<file path="config.mk">
export PLATFORM = sky130hd
export DESIGN_NAME = cal_prescaler
export DESIGN_NICKNAME = d
export VERILOG_FILES = /design/src/rtl/calpre_pkg.sv /design/src/rtl/apre_div.sv /design/src/rtl/cal_ctrl.sv /design/src/rtl/spre_div.sv /design/src/rtl/cal_prescaler.sv
export SDC_FILE = /design/constraint.sdc
export NUM_CORES = 1
export LEC_CHECK = 0
export CORE_ASPECT_RATIO = 1.25
export CORE_MARGIN = 2
export CORE_UTILIZATION = 40
export CTS_BUF_LIST = sky130_fd_sc_hd__clkbuf_8
export DETAILED_ROUTE_END_ITERATION = 8
export PLACE_DENSITY = 0.65
export SYNTH_ARGS = -nofsm -noshare
export SYNTH_HDL_FRONTEND = slang
export SYNTH_HIERARCHICAL = 1
export SYNTH_SLANG_ARGS = --single-unit
</file>
<file path="constraint.sdc">
create_clock -name clk -period 13.06 [get_ports clk]
set_clock_uncertainty 0.1 [all_clocks]
set_input_delay 1.959 -clock clk [delete_from_list [all_inputs] [get_ports clk]]
set_output_delay 1.959 -clock clk [all_outputs]
set_load 0.005 [all_outputs]
</file>
<file path="src/rtl/calpre_pkg.sv">
package calpre_pkg;
  localparam int DC_W  = 7;
  localparam int PER_W = 3;

  typedef enum logic [1:0] {
    OSEL_OFF   = 2'b00,
    OSEL_ALARM = 2'b01,
    OSEL_SEC   = 2'b10,
    OSEL_INT   = 2'b11
  } osel_e;

  typedef struct packed {
    logic             en;
    logic             neg;
    logic [DC_W-1:0]  dc;
    logic [PER_W-1:0] per;
  } cal_cfg_t;
endpackage

</file>
<file path="src/rtl/apre_div.sv">
module apre_div #(
  parameter int W = 9
) (
  input  logic         clk,
  input  logic         rst_n,
  input  logic [W-1:0] div_max,
  output logic         tick
);
  logic [W-1:0] cnt;

  // terminal detect; >= recovers if div_max is lowered under the count
  assign tick = (cnt >= div_max);

  always_ff @(posedge clk or negedge rst_n) begin
    if (!rst_n)    cnt <= '0;
    else if (tick) cnt <= '0;
    else           cnt <= cnt + 1'b1;
  end

  // a tick restarts the count, so no second tick follows at once
  assert_tick_isolated_R1: assert property (@(posedge clk) disable iff (!rst_n)
    (tick && div_max != '0) |=> (!tick || div_max == '0));
endmodule

</file>
<file path="src/rtl/cal_ctrl.sv">
module cal_ctrl
  import calpre_pkg::*;
#(
  parameter int APPLY_TICKS = 2
) (
  input  logic     clk,
  input  logic     rst_n,
  input  logic     apre_tick,
  input  logic     wr,
  input  cal_cfg_t cfg_in,
  output cal_cfg_t cfg_act,
  output logic     pending
);
  localparam int TC_W = (APPLY_TICKS > 2) ? $clog2(APPLY_TICKS) : 1;

  cal_cfg_t       stage;
  logic [TC_W-1:0] tcnt;
  logic            accept;
  logic            apply_now;

  assign accept    = wr && !pending;
  assign apply_now = pending && apre_tick && (tcnt == TC_W'(APPLY_TICKS - 1));

  always_ff @(posedge clk or negedge rst_n) begin
    if (!rst_n) begin
      stage   <= '0;
      cfg_act <= '0;
      pending <= 1'b0;
      tcnt    <= '0;
    end else if (accept) begin
      stage   <= cfg_in;
      pending <= 1'b1;
      tcnt    <= '0;
    end else if (apply_now) begin
      cfg_act <= stage;
      pending <= 1'b0;
    end else if (pending && apre_tick) begin
      tcnt <= tcnt + 1'b1;
    end
  end

  assert_wr_sets_pending_R7: assert property (@(posedge clk) disable iff (!rst_n)
    (wr && !pending) |=> pending);
  assert_wr_blocked_R8: assert property (@(posedge clk) disable iff (!rst_n)
    (wr && pending) |=> $stable(stage));
  assert_apply_matches_R7: assert property (@(posedge clk) disable iff (!rst_n)
    $fell(pending) |-> (cfg_act == stage));
endmodule

</file>
<file path="src/rtl/spre_div.sv">
module spre_div
  import calpre_pkg::*;
#(
  parameter int S_W          = 9,
  parameter int SECS_PER_MIN = 60
) (
  input  logic           clk,
  input  logic           rst_n,
  input  logic           apre_tick,
  input  logic [S_W-1:0] div_max,
  input  cal_cfg_t       cfg,
  output logic           tick,
  output logic           corr_window
);
  localparam int TW    = S_W + 1;
  localparam int SEC_W = $clog2(SECS_PER_MIN);

  // terminal count of the current second; trimmed only inside the window
  function automatic logic [TW-1:0] sec_terminal(
    input logic [S_W-1:0]  base,
    input logic [DC_W-1:0] dc,
    input logic            neg,
    input logic            corr
  );
    logic [TW-1:0] b;
    b = {1'b0, base};
    if (!corr)   return b;
    else if (neg) return b + TW'(dc);
    else          return b - TW'(dc);
  endfunction

  logic [TW-1:0]    scnt;
  logic [SEC_W-1:0] sec_cnt;
  logic [PER_W-1:0] min_cnt;
  logic             last_sec;
  logic             last_min;
  logic [TW-1:0]    term;

  assign last_sec    = (sec_cnt == SEC_W'(SECS_PER_MIN - 1));
  assign last_min    = (min_cnt >= cfg.per);
  assign corr_window = cfg.en && last_sec && last_min;
  assign term        = sec_terminal(div_max, cfg.dc, cfg.neg, corr_window);
  assign tick        = apre_tick && (scnt >= term);

  always_ff @(posedge clk or negedge rst_n) begin
    if (!rst_n) begin
      scnt    <= '0;
      sec_cnt <= '0;
      min_cnt <= '0;
    end else if (apre_tick) begin
      if (tick) begin
        scnt <= '0;
        if (last_sec) begin
          sec_cnt <= '0;
          min_cnt <= last_min ? '0 : min_cnt + 1'b1;
        end else begin
          sec_cnt <= sec_cnt + 1'b1;
        end
      end else begin
        scnt <= scnt + 1'b1;
      end
    end
  end

  // the trimmed second closes a period, so both counters restart
  assert_period_wrap_R3: assert property (@(posedge clk) disable iff (!rst_n)
    (tick && corr_window) |=> (sec_cnt == '0 && min_cnt == '0));
endmodule

</file>
<file path="src/rtl/cal_prescaler.sv">
module cal_prescaler
  import calpre_pkg::*;
#(
  parameter int A_W          = 9,
  parameter int S_W          = 9,
  parameter int SECS_PER_MIN = 60,
  parameter int APPLY_TICKS  = 2
) (
  input  logic             clk,
  input  logic             rst_n,
  input  logic [A_W-1:0]   prediv_a,
  input  logic [S_W-1:0]   prediv_s,
  input  logic             cal_wr,
  input  logic             cal_en,
  input  logic             cal_neg,
  input  logic [DC_W-1:0]  cal_dc,
  input  logic [PER_W-1:0] cal_per,
  input  logic [1:0]       out_sel,
  input  logic             alarm_in,
  output logic             apre_tick,
  output logic             spre_tick,
  output logic             cal_pending,
  output logic             out_pin
);
  cal_cfg_t cfg_wr;
  cal_cfg_t cfg_act;
  logic     corr_window;

  assign cfg_wr = '{en: cal_en, neg: cal_neg, dc: cal_dc, per: cal_per};

  apre_div #(.W(A_W)) u_apre (
    .clk     (clk),
    .rst_n   (rst_n),
    .div_max (prediv_a),
    .tick    (apre_tick)
  );

  cal_ctrl #(.APPLY_TICKS(APPLY_TICKS)) u_cal (
    .clk       (clk),
    .rst_n     (rst_n),
    .apre_tick (apre_tick),
    .wr        (cal_wr),
    .cfg_in    (cfg_wr),
    .cfg_act   (cfg_act),
    .pending   (cal_pending)
  );

  spre_div #(.S_W(S_W), .SECS_PER_MIN(SECS_PER_MIN)) u_spre (
    .clk         (clk),
    .rst_n       (rst_n),
    .apre_tick   (apre_tick),
    .div_max     (prediv_s),
    .cfg         (cfg_act),
    .tick        (spre_tick),
    .corr_window (corr_window)
  );

  always_comb begin
    case (osel_e'(out_sel))
      OSEL_ALARM: out_pin = alarm_in;
      OSEL_SEC:   out_pin = spre_tick;
      OSEL_INT:   out_pin = apre_tick;
      default:    out_pin = 1'b0;
    endcase
  end

  // the seconds tick only lands on an intermediate tick
  assert_sec_on_int_R2: assert property (@(posedge clk) disable iff (!rst_n)
    spre_tick |-> apre_tick);
  // with the seconds tick selected, the pin stays low between ticks
  assert_out_quiet_R9: assert property (@(posedge clk) disable iff (!rst_n)
    (out_sel == 2'b10 && !spre_tick) |-> !out_pin);
endmodule

</file>
Yosys cells after proc, flatten, opt, wreduce, memory -nomap -nowiden:

Cells that the tools add are included.

* register bits: 54
* input bits: 36
* logic and storage cells: 55
* output and inout port bits: 4

* add/subtract/negate cells: 7
* reduce and logical (&&, ||, !) cells: 13
* equal/unequal tests: 5
* mux-type cells: 12
* $lt $le $gt $ge: 3
* bitwise gates (word level): 1

Operator list (count)
* 10-bit 2-to-1 mux: 3
* 10-bit by 1-bit adder with 10-bit output, second input constant: 1
* 9-bit by 7-bit adder with 10-bit output: 1
* 10-bit greater-or-equal comparator: 1
* 9-bit by 7-bit subtractor with 10-bit output: 1
* 9-bit by 1-bit adder with 9-bit output, second input constant: 1
* 9-bit greater-or-equal comparator: 1
* 9-bit 2-to-1 mux: 1
* 6-bit by 1-bit adder with 6-bit output, second input constant: 1
* 6-bit equality test, second input constant: 1
* 1-bit logical AND: 6
* 6-bit 2-to-1 mux: 1
* 2-bit AND reduction: 3
* 1-bit 2-to-1 mux: 5
* 2-bit equality test, second input constant: 2
* 2-bit nonzero test: 2
* 3-bit by 1-bit adder with 3-bit output, second input constant: 1
* 3-bit greater-or-equal comparator: 1
* 3-bit 2-to-1 mux: 1
* 1-bit one-hot mux with 3 select lines: 1
* 3-bit AND reduction: 1
* 2-bit by 1-bit equality test with 1-bit output, second input constant: 1
* 2-bit by 1-bit != test with 1-bit output, second input constant: 1
* 1-bit adder, second input constant: 1
* other kinds (2): 2

Logic depth before layout (Yosys ltp):

* depth after elaboration: 7
* gate-level depth with buffers: 18
* depth with buffers taken out: 18

Modules after synthesis:

The synthesis kept the hierarchy.

Modules (own cells, without submodules)
* spre_div: seq. area each 475.5 um^2, instances 1, area an instance 1873.0 um^2, cells each 218
* cal_ctrl: seq. area each 650.6 um^2, instances 1, area an instance 1013.5 um^2, cells each 58
* apre_div: seq. area each 225.2 um^2, instances 1, area an instance 651.9 um^2, cells each 68
* cal_prescaler: seq. area each 0.0 um^2, instances 1, area an instance 23.8 um^2, cells each 3

Worst setup path before layout:

Ideal clock, no wire load.

* path kind: input to output
* start: in prediv_s[0]
* end: out out_pin
* setup slack: 6.115 ns
* stages on the path: 16
* arrival: 4.886 ns
* path buffers: 0
* required time: 11.001 ns
* cell sequence: ha_1 > inv_1 > fa_1 > nor2b_4 > o31a_1 > or4_1 > a31oi_2 > xnor2_1 > mux2i_1 > ha_1 > nand4_1 > nor3b_1 > o41ai_4 > inv_2 > mux2i_1 > mux2i_1

* longest elaborated chain between the ends: 6
* elaborated cells on any way between the ends: 7
* those cells by class: 2 x add/sub; 1 x order compare; 3 x mux; 1 x reduce/logical

Ends and longest elaborated chain
* from (decl): line cal_prescaler.sv:12 `input logic [S_W-1:0] prediv_s,`
* 9-bit by 7-bit subtractor with 10-bit output / 9-bit by 7-bit adder with 10-bit output (equally long branches): line spre_div.sv:29, spre_div.sv:28
* 10-bit 2-to-1 mux: line spre_div.sv:28 `else if (neg) return b + TW'(dc);`
* 10-bit 2-to-1 mux (*): line spre_div.sv:27 `if (!corr) return b;`
* 10-bit greater-or-equal comparator (*): line spre_div.sv:43 `assign tick = apre_tick && (scnt >= term);`
* 1-bit logical AND (*): line spre_div.sv:43
* net spre_tick: line cal_prescaler.sv:21 `output logic spre_tick,`
* 1-bit one-hot mux with 3 select lines (*): line cal_prescaler.sv:59 `case (osel_e'(out_sel))`
* to (decl): line cal_prescaler.sv:23 `output logic out_pin`

The timed path passes the listed nets; every way through them passes the cells marked *.

Worst setup path after layout:

* start: in prediv_s[0]
* end: out out_pin

* longest elaborated chain between the ends: 6
* elaborated cells on any way between the ends: 7
* those cells by class: 2 x add/sub; 1 x order compare; 3 x mux; 1 x reduce/logical

Ends and longest elaborated chain (line)
* 9-bit by 7-bit subtractor with 10-bit output / 9-bit by 7-bit adder with 10-bit output (equally long branches): spre_div.sv:29, spre_div.sv:28
* 10-bit 2-to-1 mux: spre_div.sv:28
* 10-bit 2-to-1 mux (*): spre_div.sv:27
* 10-bit greater-or-equal comparator (*): spre_div.sv:43
* 1-bit logical AND (*): spre_div.sv:43
* 1-bit one-hot mux with 3 select lines (*): cal_prescaler.sv:59

Mark *: on every way between the ends. The rest lies on a longest branch, timed or not.

==> flow_summary.ini <==
[run_status]
status = completed

[clocking]
clock_sinks = 54
numCtsBuffers = 5
clock_latency_ns = 0.30
cts_tree = done
hold_buffers = 0
clk_path_buf_depth = 2
cts-htree-levels = 2
clk_pin_slew_worst_paths_ns = 0.08
postCtsSetupBuffers = 0
cts_resized = 0
root_buffer = clkbuf_8

[detailed_routing]
vias_per_cell = 5.19
dr_total_vias = 2628
drc = 0
wl_per_cell_um = 13.3
drtIter0Drc = 109
drtPass1Iterations = 4
ant_nets = 0
routed_wl_um = 6710

[grt]
grt_pass1_wl_um = 11900
grt_usage_pct = 15.3
antenna_found_initial = 0
overflow = 0
grt_pass1_vias = 2626
grt_max_degree = 55

[floorplanning]
die_area_sq_mm = 0.00968
start_util_pct = 41.2
die_x_um = 88.4
die_h_um = 110
ios = 40
num_rows = 38
core-area_sq_mm = 0.00865

[flow_run]
maxCapViolations = 0

[power]
totalPowerFinal_mw = 0.818
power_density_mw_per_mm2 = 196
vdd_ir_drop_max_mv = 0.0973
total_leakage_power_nw = 1.85

[cells_and_area]
drive_gt1_share_pct = 12.2
regArea_sq_mm = 0.00135
mostFrequentLayoutCell = dfrtp_1
final_cell_mix = dfrtp_1, clkdlybuf4s50_1, ha_1
n_fill_cell = 844
antenna_cells = 0
multiInputGateArea_sq_mm = 0.00206
fin_nets = 459
syn_to_final_growth_pct = 17.1

[synthesis]
synthFlopType = dfrtp_1
syn_nets = 420
netlist_instances = 347
ys_seq_area_share_pct = 37.9
yosys-top-cells-area = dfrtp_1, ha_1, mux2_2
syn_area_per_cell_sq_um = 10.3
synth-edff-count = 0
yosysTopAreaCell = dfrtp_1
yosysUniqueCellTypes = 57
async_flop_share_pct = 100
syn-cell-area_sq_mm = 0.00356
synth_top_area_share_pct = 37.9
yosys_register_bits = 54
synth_warnings = 6

[timing]
worst_pin_slew_ns = 0.712
timing_hold_violations_final = 0
tns_ns = 0
finalCritPeriodShare_pct = 64.3
fmax_mhz = 119
relSlewSlack_pct = 52.4
drv_slew = 0
post-route-min-period_ns = 8.40
rsz0062_at_grt = no
report.final.setup_viol = 0

[worst_setup_path]
critPathSlowestCell = o41ai_4
cp-end-kind = output pin
critPathBufInv = 4
critPathTopFamily = compound AO/OA/AOI/OAI gates
cp_common_cell = mux2i_1
critPathMaxFanout = 14
start_kind = primary input
worst_ep_arrival_time_ns = 6.34
max_stage_delay_ns = 0.72
path_class = in2out
crit_required_ns = 11.00
worstPathCellList = clkdlybuf4s50_1 -> ha_1 -> inv_1 -> fa_1 -> nor2b_4 -> o31a_1 -> or4_1 -> a31oi_2 -> xnor2_1 -> mux2i_1 -> ha_1 -> nand4_1 -> nor3_1 -> o41ai_4 -> inv_2 -> mux2i_1 -> mux2i_1 -> clkdlybuf4s50_1

[placement]
dp_hpwl_um = 5200
gp_congestion = 0.925
port-buffer-count = 39

[worst_hold_path]
hold_class = reg2reg
==> synthesized netlist by cell type, types with 3 or more instances <==
cell type / count
mux2_2: 17
o21a_1: 4
nand3_1: 14
inv_1: 28
or3_1: 3
nand4_1: 4
dfrtp_1: 54
buf_2: 3
a21o_1: 4
ha_1: 36
xor2_1: 9
nand2b_1: 4
mux2i_1: 11
a21oi_1: 9
xnor2_1: 13
nor4_1: 8
mux2_4: 9
nor2_1: 26
o31ai_1: 3
nor3_1: 6
a211oi_1: 5
o21ai_0: 22
nand2_1: 13
==> layout make-up <==
class / instances / area share [%]
Tap cell: 120 / 3.60
Clock inverter: 1 / 0.720
Sequential cell: 54 / 32.4
Clock buffer: 6 / 1.98
Timing Repair Buffer: 40 / 9.42
Inverter: 29 / 2.61
Multi-Input combinational cell: 256 / 49.3
==> report_power, final <==
group | switching, mW | internal, mW | total (mW) | leakage (nW)
combinational | 0.197 | 0.222 | 0.419 | 1.12
clock | 0.0508 | 0.0614 | 0.112 | 0.0573
sequential | 0.0592 | 0.228 | 0.287 | 0.676
total | 0.307 | 0.511 | 0.818 | 1.85
==> flip-flops by register name, indices dropped and copies added, names as in the netlist <==
register        cells
u_apre/cnt          9
u_spre/sec_cnt      6
u_spre/min_cnt      3
u_cal/tcnt          1
u_cal/cfg_act      12
u_cal/pending       1
u_cal/stage        12
u_spre/scnt        10
==> per-stage QoR <==
stage	utilization (%)	hold slack, ns	cells	setup slack [ns]	area [sq um]
detailed placement	46.9	0.392	499	4.65	4060
global placement	46.9	0.382	499	4.82	4060
global route	48.2	0.432	506	4.28	4170
finish	48.2	0.410	506	4.66	4170
CTS	48.2	0.412	506	4.63	4170
floorplan	-	0.366	347	6.11	3560
==> path summary, 6_finish.rpt <==
path                                    from                 to  slack [ns]  depth (start not counted)
setup reg to reg            u_cal/cfg_act[3]  u_spre/min_cnt[2]        8.35                         16
max in group asynchronous              rst_n  u_spre/sec_cnt[4]       10.74                          2
setup / recovery                 prediv_s[0]            out_pin        4.66                         18
hold / removal             u_spre/sec_cnt[1]  u_spre/sec_cnt[1]        0.41                          2
hold reg to reg            u_spre/sec_cnt[1]  u_spre/sec_cnt[1]        0.41                          2
min in group asynchronous              rst_n     u_cal/stage[6]        1.66                          2
==> cells by family (layout without fill, tap and decap cells) <==
| family | count (synthesis) | in the layout | synth area share, % |
|---|---|---|---|
| flops | 54 | 54 | 37.9 |
| simple gates | 96 | 96 | 14.5 |
| compound gates | 64 | 64 | 12.4 |
| mux | 37 | 37 | 12.3 |
| xor+xnor | 22 | 22 | 5.41 |
| fa+ha+maj | 37 | 37 | 13.2 |
| buf+inv | 37 | 76 | 4.32 |
==> worst register-to-register path, stage by stage (launching register included) <==
cell and delay [ns]:
dfrtp_1 0.46, inv_1 0.07, ha_1 0.29, mux2_2 0.30, ha_1 0.30, a211oi_1 0.32, o21ai_0 0.21, a2111oi_0 0.46
o21bai_1 0.14, xor2_1 0.15, nand2_1 0.07, ha_1 0.32, nand4_1 0.13, nor3_1 0.49, o41ai_4 0.26, or3_1 0.40
o21ai_1 0.15
==> layer usage <==
layer	track usage, %	vias to the layer above	share of wire [%]
li1	-	1325	-
met1	19.8	1260	45
met2	26.3	41	51
met3	2.70	2	3.1
met4	3.90	0	0.69
met5	0	-	0
Note: power is estimated with default switching activity, not from simulation.
